`src/rtl/sdl_pkg.sv`:
```
`timescale 1ns/1ps
package sdl_pkg;
  localparam int unsigned LANES   = 4;
  localparam int unsigned CRC_W   = 16;
  localparam int unsigned CRC_CNT = $clog2(CRC_W);

  typedef enum logic [2:0] {
    TX_IDLE, TX_PRE, TX_START, TX_DATA, TX_CRC, TX_END, TX_BUSY
  } tx_state_e;

  typedef enum logic [2:0] {
    RX_IDLE, RX_WAIT, RX_DATA, RX_CRC, RX_END
  } rx_state_e;

  function automatic logic [CRC_W-1:0] crc_step(input logic [CRC_W-1:0] c,
                                               input logic b,
                                               input logic [CRC_W-1:0] poly);
    logic fb;
    fb = b ^ c[CRC_W-1];
    return {c[CRC_W-2:0], 1'b0} ^ (fb ? poly : '0);
  endfunction
endpackage

```
`src/rtl/sdl_crc_lane.sv`:
```
`timescale 1ns/1ps
module sdl_crc_lane
  import sdl_pkg::*;
#(
  parameter logic [CRC_W-1:0] POLY = 16'h1021
) (
  input  logic             clk_i,
  input  logic             rst_ni,
  input  logic             clr_i,
  input  logic             step_i,
  input  logic             shift_i,
  input  logic             bit_i,
  output logic [CRC_W-1:0] crc_o
);
  always_ff @(posedge clk_i or negedge rst_ni) begin
    if (!rst_ni)      crc_o <= '0;
    else if (clr_i)   crc_o <= '0;
    else if (step_i)  crc_o <= crc_step(crc_o, bit_i, POLY);
    else if (shift_i) crc_o <= {crc_o[CRC_W-2:0], 1'b0};
  end

  AST_CRC_CLEAR: assert property (@(posedge clk_i) disable iff (!rst_ni)
    clr_i |=> crc_o == '0);
endmodule

```
`src/rtl/sdl_tx.sv`:
```
`timescale 1ns/1ps
module sdl_tx
  import sdl_pkg::*;
#(
  parameter int unsigned      LEN_W = 12,
  parameter logic [CRC_W-1:0] POLY  = 16'h1021
) (
  input  logic             clk_i,
  input  logic             rst_ni,
  input  logic             start_i,
  input  logic             wide_i,
  input  logic [LEN_W-1:0] len_i,
  input  logic [7:0]       tx_data_i,
  input  logic             tx_valid_i,
  output logic             tx_ready_o,
  input  logic             dat0_i,
  output logic [LANES-1:0] dat_o,
  output logic [LANES-1:0] dat_oe_o,
  output logic             busy_o,
  output logic             idle_o,
  output logic             eob_o
);
  tx_state_e            state_q;
  logic [7:0]           sh_q;
  logic [2:0]           slot_q;
  logic [LEN_W-1:0]     left_q;
  logic [CRC_CNT-1:0]   cnt_q;
  logic                 wide_q;
  logic                 eob_q;

  logic [LANES-1:0]     mask;
  logic [LANES-1:0]     lane_bits;
  logic [LANES-1:0]     crc_msb;
  logic                 last_slot;
  logic                 need_next;
  logic                 adv;
  logic [CRC_W-1:0]     crc_w [LANES];

  assign mask      = wide_q ? {LANES{1'b1}} : {{(LANES-1){1'b0}}, 1'b1};
  assign lane_bits = wide_q ? sh_q[7:4] : {{(LANES-1){1'b0}}, sh_q[7]};
  assign last_slot = wide_q ? (slot_q == 3'd1) : (slot_q == 3'd7);
  assign need_next = (state_q == TX_DATA) && last_slot && (left_q != '0);
  assign adv       = (state_q == TX_DATA) && (!need_next || tx_valid_i);

  assign tx_ready_o = (state_q == TX_PRE) || need_next;
  assign busy_o     = (state_q != TX_IDLE) && (state_q != TX_PRE);
  assign idle_o     = (state_q == TX_IDLE);
  assign eob_o      = eob_q;

  for (genvar l = 0; l < LANES; l++) begin : g_crc
    sdl_crc_lane #(.POLY(POLY)) u_crc (
      .clk_i   (clk_i),
      .rst_ni  (rst_ni),
      .clr_i   (state_q == TX_PRE),
      .step_i  (adv),
      .shift_i (state_q == TX_CRC),
      .bit_i   (lane_bits[l]),
      .crc_o   (crc_w[l])
    );
    assign crc_msb[l] = crc_w[l][CRC_W-1];
  end

  always_comb begin
    dat_o    = '0;
    dat_oe_o = '0;
    unique case (state_q)
      TX_PRE:   begin dat_o = mask;             dat_oe_o = mask; end
      TX_START: begin dat_o = '0;               dat_oe_o = mask; end
      TX_DATA:  begin dat_o = lane_bits;        dat_oe_o = mask; end
      TX_CRC:   begin dat_o = crc_msb & mask;   dat_oe_o = mask; end
      TX_END:   begin dat_o = mask;             dat_oe_o = mask; end
      default:  ;
    endcase
  end

  always_ff @(posedge clk_i or negedge rst_ni) begin
    if (!rst_ni) begin
      state_q <= TX_IDLE;
      sh_q    <= '0;
      slot_q  <= '0;
      left_q  <= '0;
      cnt_q   <= '0;
      wide_q  <= 1'b0;
      eob_q   <= 1'b0;
    end else begin
      eob_q <= 1'b0;
      unique case (state_q)
        TX_IDLE: if (start_i) begin
          wide_q  <= wide_i;
          left_q  <= len_i - 1'b1;  // 0 wraps to the full 2^LEN_W block
          state_q <= TX_PRE;
        end
        TX_PRE: if (tx_valid_i) begin
          sh_q    <= tx_data_i;
          slot_q  <= '0;
          state_q <= TX_START;
        end
        TX_START: state_q <= TX_DATA;
        TX_DATA: if (adv) begin
          if (last_slot) begin
            slot_q <= '0;
            if (left_q != '0) begin
              sh_q   <= tx_data_i;
              left_q <= left_q - 1'b1;
            end else begin
              cnt_q   <= '0;
              state_q <= TX_CRC;
            end
          end else begin
            sh_q   <= wide_q ? {sh_q[3:0], 4'b0000} : {sh_q[6:0], 1'b0};
            slot_q <= slot_q + 3'd1;
          end
        end
        TX_CRC: begin
          cnt_q <= cnt_q + 1'b1;
          if (cnt_q == CRC_CNT'(CRC_W-1)) state_q <= TX_END;
        end
        TX_END: state_q <= TX_BUSY;
        TX_BUSY: if (dat0_i) begin
          eob_q   <= 1'b1;
          state_q <= TX_IDLE;
        end
        default: state_q <= TX_IDLE;
      endcase
    end
  end

  AST_TX_NARROW_LINES: assert property (@(posedge clk_i) disable iff (!rst_ni)
    !wide_q |-> dat_oe_o[LANES-1:1] == '0);
  AST_TX_CRC_TO_END: assert property (@(posedge clk_i) disable iff (!rst_ni)
    (state_q == TX_CRC && cnt_q == CRC_CNT'(CRC_W-1)) |=> state_q == TX_END);
  AST_TX_END_RELEASE: assert property (@(posedge clk_i) disable iff (!rst_ni)
    state_q == TX_END |=> (busy_o && dat_oe_o == '0));
  AST_TX_BUSY_HOLD: assert property (@(posedge clk_i) disable iff (!rst_ni)
    (state_q == TX_BUSY && !dat0_i) |=> busy_o);
  AST_TX_EOB_PULSE: assert property (@(posedge clk_i) disable iff (!rst_ni)
    eob_o |=> !eob_o);
  AST_TX_BYTE_COUNT: assert property (@(posedge clk_i) disable iff (!rst_ni)
    (need_next && tx_valid_i) |=> left_q == $past(left_q) - 1'b1);
endmodule

```
`src/rtl/sdl_rx.sv`:
```
`timescale 1ns/1ps
module sdl_rx
  import sdl_pkg::*;
#(
  parameter int unsigned      LEN_W = 12,
  parameter logic [CRC_W-1:0] POLY  = 16'h1021
) (
  input  logic             clk_i,
  input  logic             rst_ni,
  input  logic             start_i,
  input  logic             wide_i,
  input  logic [LEN_W-1:0] len_i,
  input  logic [LANES-1:0] dat_i,
  output logic [7:0]       rx_data_o,
  output logic             rx_valid_o,
  output logic             busy_o,
  output logic             idle_o,
  output logic             eob_o,
  output logic             crc_err_o,
  output logic             fmt_err_o
);
  rx_state_e            state_q;
  logic [7:0]           sh_q;
  logic [2:0]           slot_q;
  logic [LEN_W-1:0]     left_q;
  logic [CRC_CNT-1:0]   cnt_q;
  logic                 wide_q;

  logic [LANES-1:0]     mask;
  logic [LANES-1:0]     lane_bits;
  logic [LANES-1:0]     crc_nz;
  logic [7:0]           next_byte;
  logic                 last_slot;
  logic                 crc_step_en;
  logic [CRC_W-1:0]     crc_w [LANES];

  assign mask        = wide_q ? {LANES{1'b1}} : {{(LANES-1){1'b0}}, 1'b1};
  assign lane_bits   = wide_q ? dat_i : {{(LANES-1){1'b0}}, dat_i[0]};
  assign last_slot   = wide_q ? (slot_q == 3'd1) : (slot_q == 3'd7);
  assign next_byte   = wide_q ? {sh_q[3:0], dat_i} : {sh_q[6:0], dat_i[0]};
  assign crc_step_en = (state_q == RX_DATA) || (state_q == RX_CRC);

  assign busy_o = (state_q == RX_DATA) || (state_q == RX_CRC) || (state_q == RX_END);
  assign idle_o = (state_q == RX_IDLE);

  // Received CRC bits run through the same register; a match leaves zero.
  for (genvar l = 0; l < LANES; l++) begin : g_crc
    sdl_crc_lane #(.POLY(POLY)) u_crc (
      .clk_i   (clk_i),
      .rst_ni  (rst_ni),
      .clr_i   (state_q == RX_WAIT),
      .step_i  (crc_step_en),
      .shift_i (1'b0),
      .bit_i   (lane_bits[l]),
      .crc_o   (crc_w[l])
    );
    assign crc_nz[l] = |crc_w[l];
  end

  always_ff @(posedge clk_i or negedge rst_ni) begin
    if (!rst_ni) begin
      state_q    <= RX_IDLE;
      sh_q       <= '0;
      slot_q     <= '0;
      left_q     <= '0;
      cnt_q      <= '0;
      wide_q     <= 1'b0;
      rx_data_o  <= '0;
      rx_valid_o <= 1'b0;
      eob_o      <= 1'b0;
      crc_err_o  <= 1'b0;
      fmt_err_o  <= 1'b0;
    end else begin
      rx_valid_o <= 1'b0;
      eob_o      <= 1'b0;
      crc_err_o  <= 1'b0;
      fmt_err_o  <= 1'b0;
      unique case (state_q)
        RX_IDLE: if (start_i) begin
          wide_q  <= wide_i;
          left_q  <= len_i - 1'b1;
          state_q <= RX_WAIT;
        end
        RX_WAIT: if (!dat_i[0]) begin
          slot_q  <= '0;
          state_q <= RX_DATA;
        end
        RX_DATA: begin
          sh_q <= next_byte;
          if (last_slot) begin
            slot_q     <= '0;
            rx_data_o  <= next_byte;
            rx_valid_o <= 1'b1;
            if (left_q == '0) begin
              cnt_q   <= '0;
              state_q <= RX_CRC;
            end else begin
              left_q <= left_q - 1'b1;
            end
          end else begin
            slot_q <= slot_q + 3'd1;
          end
        end
        RX_CRC: begin
          cnt_q <= cnt_q + 1'b1;
          if (cnt_q == CRC_CNT'(CRC_W-1)) state_q <= RX_END;
        end
        RX_END: begin
          eob_o     <= 1'b1;
          crc_err_o <= |(crc_nz & mask);
          fmt_err_o <= |(~dat_i & mask);
          state_q   <= RX_IDLE;
        end
        default: state_q <= RX_IDLE;
      endcase
    end
  end

  AST_RX_START_BUSY: assert property (@(posedge clk_i) disable iff (!rst_ni)
    (state_q == RX_WAIT && !dat_i[0]) |=> busy_o);
  AST_RX_VALID_PULSE: assert property (@(posedge clk_i) disable iff (!rst_ni)
    rx_valid_o |=> !rx_valid_o);
  AST_RX_CRC_ERR_EOB: assert property (@(posedge clk_i) disable iff (!rst_ni)
    crc_err_o |-> eob_o);
  AST_RX_FMT_ERR_EOB: assert property (@(posedge clk_i) disable iff (!rst_ni)
    fmt_err_o |-> eob_o);
  AST_RX_END_IDLE: assert property (@(posedge clk_i) disable iff (!rst_ni)
    state_q == RX_END |=> (!busy_o && eob_o));
endmodule

```
`src/rtl/sd_data_line.sv`:
```
`timescale 1ns/1ps
module sd_data_line
  import sdl_pkg::*;
#(
  parameter int unsigned      LEN_W = 12,
  parameter logic [CRC_W-1:0] POLY  = 16'h1021
) (
  input  logic             clk_i,
  input  logic             rst_ni,
  input  logic [1:0]       bus_size_i,
  input  logic             dir_tx_i,
  input  logic             enable_i,
  input  logic [LEN_W-1:0] blk_len_i,
  input  logic [7:0]       tx_data_i,
  input  logic             tx_valid_i,
  output logic             tx_ready_o,
  output logic [7:0]       rx_data_o,
  output logic             rx_valid_o,
  input  logic [LANES-1:0] dat_i,
  output logic [LANES-1:0] dat_o,
  output logic [LANES-1:0] dat_oe_o,
  output logic             busy_o,
  output logic             eob_o,
  output logic             crc_err_o,
  output logic             fmt_err_o
);
  logic wide;
  logic tx_idle, rx_idle, tx_busy, rx_busy, tx_eob, rx_eob;
  logic tx_start, rx_start;

  // Reserved codes fall back to the 1-bit bus.
  assign wide     = (bus_size_i == 2'd1);
  assign tx_start = enable_i &&  dir_tx_i && tx_idle && rx_idle;
  assign rx_start = enable_i && !dir_tx_i && tx_idle && rx_idle;

  sdl_tx #(.LEN_W(LEN_W), .POLY(POLY)) u_tx (
    .clk_i      (clk_i),
    .rst_ni     (rst_ni),
    .start_i    (tx_start),
    .wide_i     (wide),
    .len_i      (blk_len_i),
    .tx_data_i  (tx_data_i),
    .tx_valid_i (tx_valid_i),
    .tx_ready_o (tx_ready_o),
    .dat0_i     (dat_i[0]),
    .dat_o      (dat_o),
    .dat_oe_o   (dat_oe_o),
    .busy_o     (tx_busy),
    .idle_o     (tx_idle),
    .eob_o      (tx_eob)
  );

  sdl_rx #(.LEN_W(LEN_W), .POLY(POLY)) u_rx (
    .clk_i      (clk_i),
    .rst_ni     (rst_ni),
    .start_i    (rx_start),
    .wide_i     (wide),
    .len_i      (blk_len_i),
    .dat_i      (dat_i),
    .rx_data_o  (rx_data_o),
    .rx_valid_o (rx_valid_o),
    .busy_o     (rx_busy),
    .idle_o     (rx_idle),
    .eob_o      (rx_eob),
    .crc_err_o  (crc_err_o),
    .fmt_err_o  (fmt_err_o)
  );

  assign busy_o = tx_busy | rx_busy;
  assign eob_o  = tx_eob | rx_eob;

  AST_ONE_DIRECTION: assert property (@(posedge clk_i) disable iff (!rst_ni)
    !(tx_busy && rx_busy));
  AST_RX_NO_DRIVE: assert property (@(posedge clk_i) disable iff (!rst_ni)
    rx_busy |-> dat_oe_o == '0);
endmodule

```
`config.mk`:
```
export PLATFORM = sky130hd
export DESIGN_NAME = sd_data_line
export DESIGN_NICKNAME = d
export VERILOG_FILES = /design/src/rtl/sdl_pkg.sv /design/src/rtl/sdl_crc_lane.sv /design/src/rtl/sdl_tx.sv /design/src/rtl/sdl_rx.sv /design/src/rtl/sd_data_line.sv
export SDC_FILE = /design/constraint.sdc
export NUM_CORES = 1
export LEC_CHECK = 0
export ABC_AREA = 0
export BUFFER_PORTS_ARGS = -buffer_cell sky130_fd_sc_hd__buf_2
export CAP_MARGIN = 20
export CORE_MARGIN = 2
export CORE_UTILIZATION = 61
export CTS_BUF_LIST = sky130_fd_sc_hd__clkbuf_16
export CTS_CLUSTER_DIAMETER = 60
export DETAILED_ROUTE_END_ITERATION = 7
export PLACE_DENSITY = 0.8
export RECOVER_POWER = 25
export SLEW_MARGIN = 15
export SYNTH_ARGS = -nofsm -noshare
export SYNTH_HDL_FRONTEND = slang
export SYNTH_SLANG_ARGS = --single-unit
```
`constraint.sdc`:
```
create_clock -name clk_i -period 3.2 [get_ports clk_i]
set_clock_uncertainty 0.2 [all_clocks]
set_input_delay 0.8 -clock clk_i [delete_from_list [all_inputs] [get_ports clk_i]]
set_output_delay 0.8 -clock clk_i [all_outputs]
set_load 0.01 [all_outputs]
```
After elaboration in Yosys (flattened, before gate mapping)
Index checks and enable logic that the tools add are counted.
{"block": "totals", "latch_bits": 0, "mem_bits_rw": 0, "input_bits": 31, "mem_count": 0, "wordCells": 224, "register_bits": 202, "out_inout_bits": 22, "mem_bits_ro": 0}
{"block": "classes", "order_cmp": 0, "n_reduce_logical": 49, "div": 0, "add_sub_neg": 7, "multipliers": 0, "bitwise": 22, "mux": 87, "n_eq_ne": 33, "shifts": 0}
{"operator": "16-bit 2-to-1 mux", "count": 20}
{"operator": "16-bit by 13-bit XOR with 16-bit output", "count": 8}
{"operator": "13-bit 2-to-1 mux", "count": 8}
{"operator": "12-bit 2-to-1 mux", "count": 7}
{"operator": "16-bit OR reduction", "count": 4}
{"operator": "3-bit 2-to-1 mux", "count": 17}
{"operator": "8-bit 2-to-1 mux", "count": 6}
{"operator": "12-bit case mux with 2 select lines", "count": 2}
{"operator": "4-bit 2-to-1 mux", "count": 10}
{"operator": "12-bit by 1-bit subtractor with 12-bit output, second input constant", "count": 3}
{"operator": "3-bit case mux with 7 select lines", "count": 1}
{"operator": "3-bit equality test, second input constant", "count": 6}
{"operator": "2-bit != test, second input constant", "count": 8}
{"operator": "4-bit case mux with 2 select lines", "count": 2}
{"operator": "8-bit case mux with 2 select lines", "count": 1}
{"operator": "2-bit nonzero test", "count": 7}
{"operator": "4-bit bitwise AND", "count": 3}
{"operator": "3-bit by 1-bit equality test with 1-bit output, second input constant", "count": 4}
{"operator": "3-bit by 2-bit equality test with 1-bit output, second input constant", "count": 4}
{"operator": "12-bit logical NOT", "count": 1}
{"operator": "2-bit by 1-bit != test with 1-bit output, second input constant", "count": 6}
{"operator": "3-bit case mux with 2 select lines", "count": 2}
{"operator": "3-bit case mux with 4 select lines", "count": 1}
{"operator": "4-bit case mux with 3 select lines", "count": 1}
{"operator": "other kinds (24)", "count": 66}

Depth between registers and ports, before layout
Gate-level depths: netlist of run 1.
{"block": "depth", "depth_word": 9, "ltp_mapped": 9, "ltp_nobuf": 7}

Modules after synthesis
A second synthesis of run 1 with hierarchy kept.
{"block": "hier_totals", "cells_unflattened": 1135, "hier_area_um2": 10490.1}
{"mod": "sdl_crc_lane", "seq_area_each_um2": 400.4, "cells_per_inst": 70, "instances": 8, "area_per_inst_um2": 683.2}
{"mod": "sdl_rx", "seq_area_each_um2": 1051.0, "cells_per_inst": 281, "instances": 1, "area_per_inst_um2": 2557.5}
{"mod": "sdl_tx", "seq_area_each_um2": 800.8, "cells_per_inst": 289, "instances": 1, "area_per_inst_um2": 2428.6}
{"mod": "sd_data_line", "seq_area_each_um2": 0.0, "cells_per_inst": 5, "instances": 1, "area_per_inst_um2": 38.8}

Worst setup path after synthesis of run 1
No wires, ideal clock.
{"block": "synth_path", "kind": "register to output", "startpoint": "register u_tx.left_q[0]", "endpoint": "output tx_ready_o", "setup_slack_ns": 0.788, "stages_incl_launch_ff": 8, "t_arrival_ns": 1.412, "n_path_buf": 1, "required_ns": 2.200, "cell_sequence": "dfrtp_1 inv_1 ha_1 nor2b_1 and4_1 buf_2 o21a_1 nor2_1"}
{"block": "synth_via", "elab_chain_len": 3}
{"element": "start, declared", "line": "sdl_tx.sv:26", "text": "logic [LEN_W-1:0] left_q;"}
{"element": "start signal, assigned", "line": "sdl_tx.sv:90", "text": "left_q <= len_i - 1'b1;"}
{"element": "start signal, assigned", "line": "sdl_tx.sv:104", "text": "left_q <= left_q - 1'b1;"}
{"element": "12-bit nonzero test", "line": "sdl_tx.sv:42", "text": "assign need_next = (state_q == TX_DATA) && last_slot && (left_q != '0);"}
{"element": "1-bit logical AND", "line": "sdl_tx.sv:42"}
{"element": "1-bit logical OR", "line": "sdl_tx.sv:45", "text": "assign tx_ready_o = (state_q == TX_PRE) || need_next;"}
{"element": "end, declared", "line": "sd_data_line.sv:16", "text": "output logic tx_ready_o,"}
No other way between the ends.

Worst setup path in the final report of run 1
Ends and elaborated chain as after synthesis.

==> results of run 1 <==
cells in the final DEF (no fill, tap or decap), types with 4 or more instances in the layout:
cell type	instances
a21o_1	4
a21oi_1	40
a221o_1	8
a22o_1	107
a31oi_1	15
a32o_1	4
and2_1	6
buf_2	51
buf_4	17
clkbuf_16	22
clkinv_2	4
dfrtp_1	202
ha_1	9
inv_1	20
mux2_2	12
mux2i_1	14
nand2_1	67
nand2b_1	6
nand3_1	13
nand3b_1	8
nand4_1	9
nor2_1	45
nor2b_1	6
nor3_1	9
nor3b_1	5
nor4_1	20
o21ai_0	62
o22ai_1	4
o31ai_1	6
or2_2	4
or3_1	6
or4_1	7
xnor2_1	10
xor2_1	25
metrics by stage:
stage / util [%] / power [mW]
finish: 69.3 / 10.9
global route: 69.3 / 11.6
global placement: 64.8 / 8.18
floorplan: - / 7.40
CTS: 69.5 / 10.9
detailed placement: 64.8 / 8.41
logic make-up (layout without fill, tap and decap cells):
logic type / Yosys count / count (layout) / synth area share, %
and+or+nand+nor: 232 / 232 / 13.2
adders and majority gates: 9 / 9 / 1.20
buffers and inverters: 77 / 128 / 3.84
AOI/OAI and AO/OA: 281 / 281 / 21.7
xor gates and xnor gates: 35 / 35 / 3.27
DFF: 202 / 202 / 53.9
other: 0 / 1 / 0
muxes: 26 / 26 / 2.93
power breakdown:
| group | internal [mW] | switching [mW] |
|---|---|---|
| clock | 1.43 | 1.02 |
| combinational | 1.79 | 2.07 |
| sequential | 3.65 | 0.948 |
layout make-up:
class | count | area, um^2 | share of cell area [%]
diodes | 1 | 2.50 | 0.0239
clock buffers | 22 | 551 | 5.26
clock inverters | 18 | 159 | 1.52
inverters | 16 | 60.1 | 0.574
multi-input cells | 583 | 3980 | 38.0
flip-flops and latches | 202 | 5050 | 48.3
well taps | 188 | 235 | 2.25
repair buffers | 72 | 420 | 4.02
how the worst max path moves through the flow:
stage,start,to,slack [ps]
after floorplan,u_tx.left_q[0],tx_ready_o,790
final,u_tx.left_q[0],tx_ready_o,150
after CTS,u_tx.left_q[0],tx_ready_o,30
after detailed placement,blk_len_i[0],u_tx.left_q[10],370
after global placement,blk_len_i[0],u_tx.left_q[10],520
after global routing,u_tx.state_q[0],dat_o[2],20
registers in the layout, summed over array words and instances (netlist names):
signal / cells
u_tx.slot_q: 3
u_tx.wide_q: 1
u_rx.fmt_err_o: 1
u_rx.g_crc.u_crc.crc_o: 64
u_tx.left_q: 12
u_tx.cnt_q: 4
u_tx.sh_q: 8
u_rx.rx_valid_o: 1
u_tx.g_crc.u_crc.crc_o: 64
u_rx.wide_q: 1
u_rx.state_q: 3
u_rx.slot_q: 3
u_tx.eob_o: 1
u_rx.crc_err_o: 1
u_rx.rx_data_o: 8
u_rx.sh_q: 7
u_rx.left_q: 12
u_rx.cnt_q: 4
u_tx.state_q: 3
u_rx.eob_o: 1
per-layer routing:
metal	global-route usage [%]	share of wire, %
met3	4.30	5.8
met4	7.69	2.1
met5	0	0
met1	36.7	44
met2	41.4	48
worst max-delay path: stages (launching register included):
cell     delay [ps]
dfrtp_1         390
inv_1           160
ha_1            170
nor2b_1         170
and4_4          320
o21a_1          140
nor2_1           50
buf_2           140
repair_timing:
item	4_1_cts	5_1_grt
hold endpoints to repair	0	0
endpoints found under the setup margin	0	4
resized for setup	0	3
setup buffers	0	0
==> out/metrics.csv, run 1 <==
metric,value,unit
status,"finished, violations left",
failing checks,"capacitance limit, slew limit",
Final Wtd Congestion,0.897,
FF-to-FF setup slack,590,ps
H-tree Lvls,1,
share of layout cells above drive strength 1,14.9,%
Tcrit/Tclk final,95.4,%
Yosys Warn Count,0,
synth cell count leaders,"dfrtp_1 (202), a22o_1 (107), nand2_1 (67)",
fin cells,1102,
cells after synthesis,862,
syn nets,902,
CTS tree,done,
sequential area share after synthesis,53.9,%
deepest clock path buffer count,3,
routed vias,7131,
core region area,15100,um^2
Worst Tran Pin Value,1640,ps
gr usage total,25.9,%
Antenna Violating Nets Remaining,0,
post-route cell area,10500,um^2
Buffers on Ports,52,
Root Driver,clkbuf_16,
post-synth cell types,69,
Clock Sinks,202,
Post-CTS Hold Buffers,0,
"Hold Vio Cnt, Final",0,
CTS clock-pin slew for the worst setup and hold paths,60,ps
initial DRC count,575,
Lkg Pwr,4.85,nW
total congestion overflow,0,
Die H,128,um
Cells after DPL,1061,
CP Class,flop to output port,
Max Slew Vio Count,66,
vias in the first global route,6922,
CP max FO,10,
nets@finish,937,
filler cell count,1143,
Setup TNS,0,ps
leading area contributor after synthesis,dfrtp_1,
"FF+latch count, synth",202,
Final setup viols,0,
Worst Hold Class,flop to flop,
Place WS,369,ps
Relative slew margins,-9.33,%
pwr dens,1040,nW/um^2
num ports,53,
first-pass GRT wire length,34600,um
top-count cell post-synth,dfrtp_1,
CTS Buf Count,22,
WHS Path Cells,2,
highest attainable clock frequency,327,MHz
placed instance area,9780,um^2
Mean Syn Cell Area,10.9,um^2
PnR worst setup slack,146,ps
drt wl/cell,18.7,um
synth-to-layout area growth,11.5,%
unrepaired setup endpoints after global routing,false,
peak supply drop,0.577,mV
detailed placement HPWL,13500,um
Worst setup SP type,flop,
Vias per Instance,6.47,
RR Startpoint,u_tx.state_q[1],
Post-synth EDFFs,0,
starting density of the core,62.2,%
"top cells by area, synth","dfrtp_1 (54%), a22o_1 (10%), o21ai_0 (3.3%), nand2_1 (2.7%), xor2_1 (2.3%)",
die footprint,16400,um^2
TritonRoute pass-1 iters,5,
min-delay src,u_rx.rx_data_o[3],
later-pin clock latency in the skew report,520,ps
largest net degree at the start of global routing,66,
Hold Path Sink,u_rx.rx_data_o[3],
Worst Setup End Kind,output port,
# DRC,0,
Final min period,3050,ps
"Top FF cell, synth",dfrtp_1,
R2R depth,5,
r2r endpoint,u_rx.left_q[1],
Rows,45,
Max-Cap Viols,1,
initial antenna violation count,1,
die width,128,um
Routed WL,20700,um
CP Data Arrival Time,2050,ps
post-synth top area share,53.9,%
worst hold slack,278,ps
"Req. time, crit path",2200,ps
Netlist Area Pre-Place,9380,um^2
Post-synth ARST share,100,%
(Power assumes the default switching activity.)
==> run 2, diff against run 1 <==
--- a/config.mk
+++ b/config.mk
@@ -8,14 +8,16 @@
 export ABC_AREA = 0
 export BUFFER_PORTS_ARGS = -buffer_cell sky130_fd_sc_hd__buf_2
 export CAP_MARGIN = 20
+export CELL_PAD_IN_SITES_DETAIL_PLACEMENT = 0
+export CELL_PAD_IN_SITES_GLOBAL_PLACEMENT = 1
 export CORE_MARGIN = 2
-export CORE_UTILIZATION = 61
+export CORE_UTILIZATION = 49
 export CTS_BUF_LIST = sky130_fd_sc_hd__clkbuf_16
 export CTS_CLUSTER_DIAMETER = 60
 export DETAILED_ROUTE_END_ITERATION = 7
-export PLACE_DENSITY = 0.8
+export PLACE_DENSITY_LB_ADDON = 0.1
 export RECOVER_POWER = 25
-export SLEW_MARGIN = 15
+export SLEW_MARGIN = 10
 export SYNTH_ARGS = -nofsm -noshare
 export SYNTH_HDL_FRONTEND = slang
 export SYNTH_SLANG_ARGS = --single-unit
==> out/metrics.csv, run 2 (synthesis results as in run 1) <==
metric,value,unit,change
Slowest cell on crit path,dfrtp_1,,
Max Slew Vio Count,59,,-11%
die footprint,20300,um^2,+24%
total power,11.0,mW,+0.74%
Buffers on Ports,52,,unchanged
"Req. time, crit path",2200,ps,about the same
Rows,50,,+11%
Antenna Violating Nets Remaining,0,,unchanged
WHS Path Cells,2,,unchanged
Worst Tran Pin Value,1630,ps,-9.02 ps
"most common cell after layout, fill and taps aside",dfrtp_1,,
Setup TNS,0,ps,unchanged
Finished Core Util,56.3,%,-13 points
CTS tree,done,,
Die H,142,um,+11%
highest attainable clock frequency,330,MHz,+0.83%
"slowest stage delay, CP",420,ps,+30 ps
gr usage total,21.4,%,-4.5 points
Vias per Instance,6.10,,-5.7%
core region area,18800,um^2,+24%
Worst Hold Class,flop to flop,,
R2R depth,7,,+2
CTS Buf Count,23,,+4.5%
die width,142,um,+11%
"Hold Vio Cnt, Final",0,,unchanged
nets@finish,942,,+0.53%
min-delay src,u_rx.rx_data_o[2],,
num ports,53,,unchanged
CP max FO,10,,unchanged
unrepaired setup endpoints after global routing,false,,
biggest regs,"u_rx.g_crc.u_crc.crc_o: 64 flops, u_tx.g_crc.u_crc.crc_o: 64 flops",,
filler cell count,1632,,+43%
status,"finished, violations left",,
Cells after DPL,1111,,+4.7%
Root Driver,clkbuf_16,,
peak supply drop,0.480,mV,-17%
Max-Cap Viols,1,,unchanged
Routed WL,21100,um,+2.3%
starting density of the core,50.0,%,-12 points
Clock Sinks,202,,unchanged
FF-to-FF setup slack,630,ps,+40 ps
most frequent cells in the layout,"dfrtp_1 (202), a22o_1 (107), nand2_1 (67)",,
CP Data Arrival Time,2030,ps,-20 ps
Place WS,295,ps,-73.7 ps
TritonRoute pass-1 iters,5,,unchanged
Crit path max-delay family,simple AND/OR/NAND/NOR gates,,
detailed placement HPWL,13700,um,+1.8%
Final setup viols,0,,unchanged
share of layout cells above drive strength 1,15.0,%,+0.15 points
deepest clock path buffer count,3,,unchanged
CP Class,flop to output port,,
H-tree Lvls,1,,unchanged
pwr dens,1040,nW/um^2,-0.35%
total congestion overflow,0,,unchanged
vias in the first global route,7026,,+1.5%
largest net degree at the start of global routing,65,,-1.5%
CTS clock-pin slew for the worst setup and hold paths,60,ps,about the same
Hold Path Sink,u_rx.rx_data_o[2],,
later-pin clock latency in the skew report,500,ps,-20 ps
Tcrit/Tclk final,94.7,%,-0.78 points
initial DRC count,609,,+5.9%
routed vias,7025,,-1.5%
RR Startpoint,u_tx.state_q[0],,
# DRC,0,,unchanged
WP buf/inv,2,,unchanged
Lkg Pwr,4.87,nW,+0.55%
crit path cell chain,inv_2 -> ha_1 -> nor2b_1 -> and4_4 -> o21a_1 -> nor2_1 -> buf_2,,
synth-to-layout area growth,12.7,%,
drt wl/cell,18.4,um,-2.0%
diode count,0,,-1
PnR worst setup slack,171,ps,+25.1 ps
failing checks,"capacitance limit, slew limit",,
Relative slew margins,-8.73,%,+0.60 points
fin cells,1151,,+4.4%
Final Wtd Congestion,0.861,,-4.1%
initial antenna violation count,0,,-1
first-pass GRT wire length,35700,um,+3.0%
Worst Setup End Kind,output port,,
r2r endpoint,u_tx.left_q[1],,
Final min period,3030,ps,-25.1 ps
Worst setup SP type,flop,,
run 2: changes by cell type in the layout (fill, tap and decap cells not counted), sizes merged:
cell,previous run,this run
clkbuf,25,26
clkinv,10,7
buf,69,73
bufinv,2,3
diode,1,0
clkinvlp,1,2
run 2: through the flow:
| stage | hold slack, ps | area [um^2] |
|---|---|---|
| 4_1_cts | 108 | 10600 |
| 3_5_place_dp | 266 | 9880 |
| 5_1_grt | 308 | 10600 |
| 2_1_floorplan | 249 | 9380 |
| 3_3_place_gp | 263 | 9880 |
| 6_report | 271 | 10600 |
run 2: metal layers:
layer / GRT usage, % / up-vias / wire length [um]
met4: 4.95 / 0 / 357
met3: 3.50 / 27 / 976
li1: - / 3298 / -
met5: 0 / - / 0
met2: 34.4 / 172 / 9740
met1: 30.6 / 3528 / 10100
run 2: cell type report:
type / count / area (um^2) / area share [%]
tap: 234 / 293 / 2.77
inverter: 16 / 60.1 / 0.568
clock inverter: 17 / 159 / 1.50
sequential: 202 / 5050 / 47.8
multi-input combinational: 583 / 3980 / 37.6
timing repair buffer: 76 / 457 / 4.32
clock buffer: 23 / 576 / 5.44
run 2: how the worst max path moves through the flow:
stage	from	end	slack, ps	cells past startpoint
final	u_tx.left_q[0]	tx_ready_o	170	7
after global routing	rst_ni	u_rx.state_q[1]	40	2
after CTS	u_tx.left_q[0]	tx_ready_o	80	7
after detailed placement	blk_len_i[0]	u_tx.left_q[10]	290	8
after global placement	blk_len_i[0]	u_tx.left_q[10]	470	8
after floorplan	u_tx.left_q[0]	tx_ready_o	790	7
run 2: repair_timing:
item	in CTS	in global routing
buffers inserted	0	0
cloned	0	0
pin swaps	0	0
hold buffers	0	0
endpoints found under the setup margin	1	1
resized for setup	1	2
run 2: power by group:
part           internal [mW]  total (mW)  switching [mW]
Sequential              3.65        4.56           0.916
Combinational           1.80        3.86            2.06
Clock                   1.54        2.56            1.02
run 2: worst register-to-register path, stage by stage (launching register included):
cell and delay (ps):
dfrtp_1 670, and3b_1 260, buf_4 280, nand2_1 80
o21ai_0 140, buf_4 220, and2_1 430, o21ai_0 150
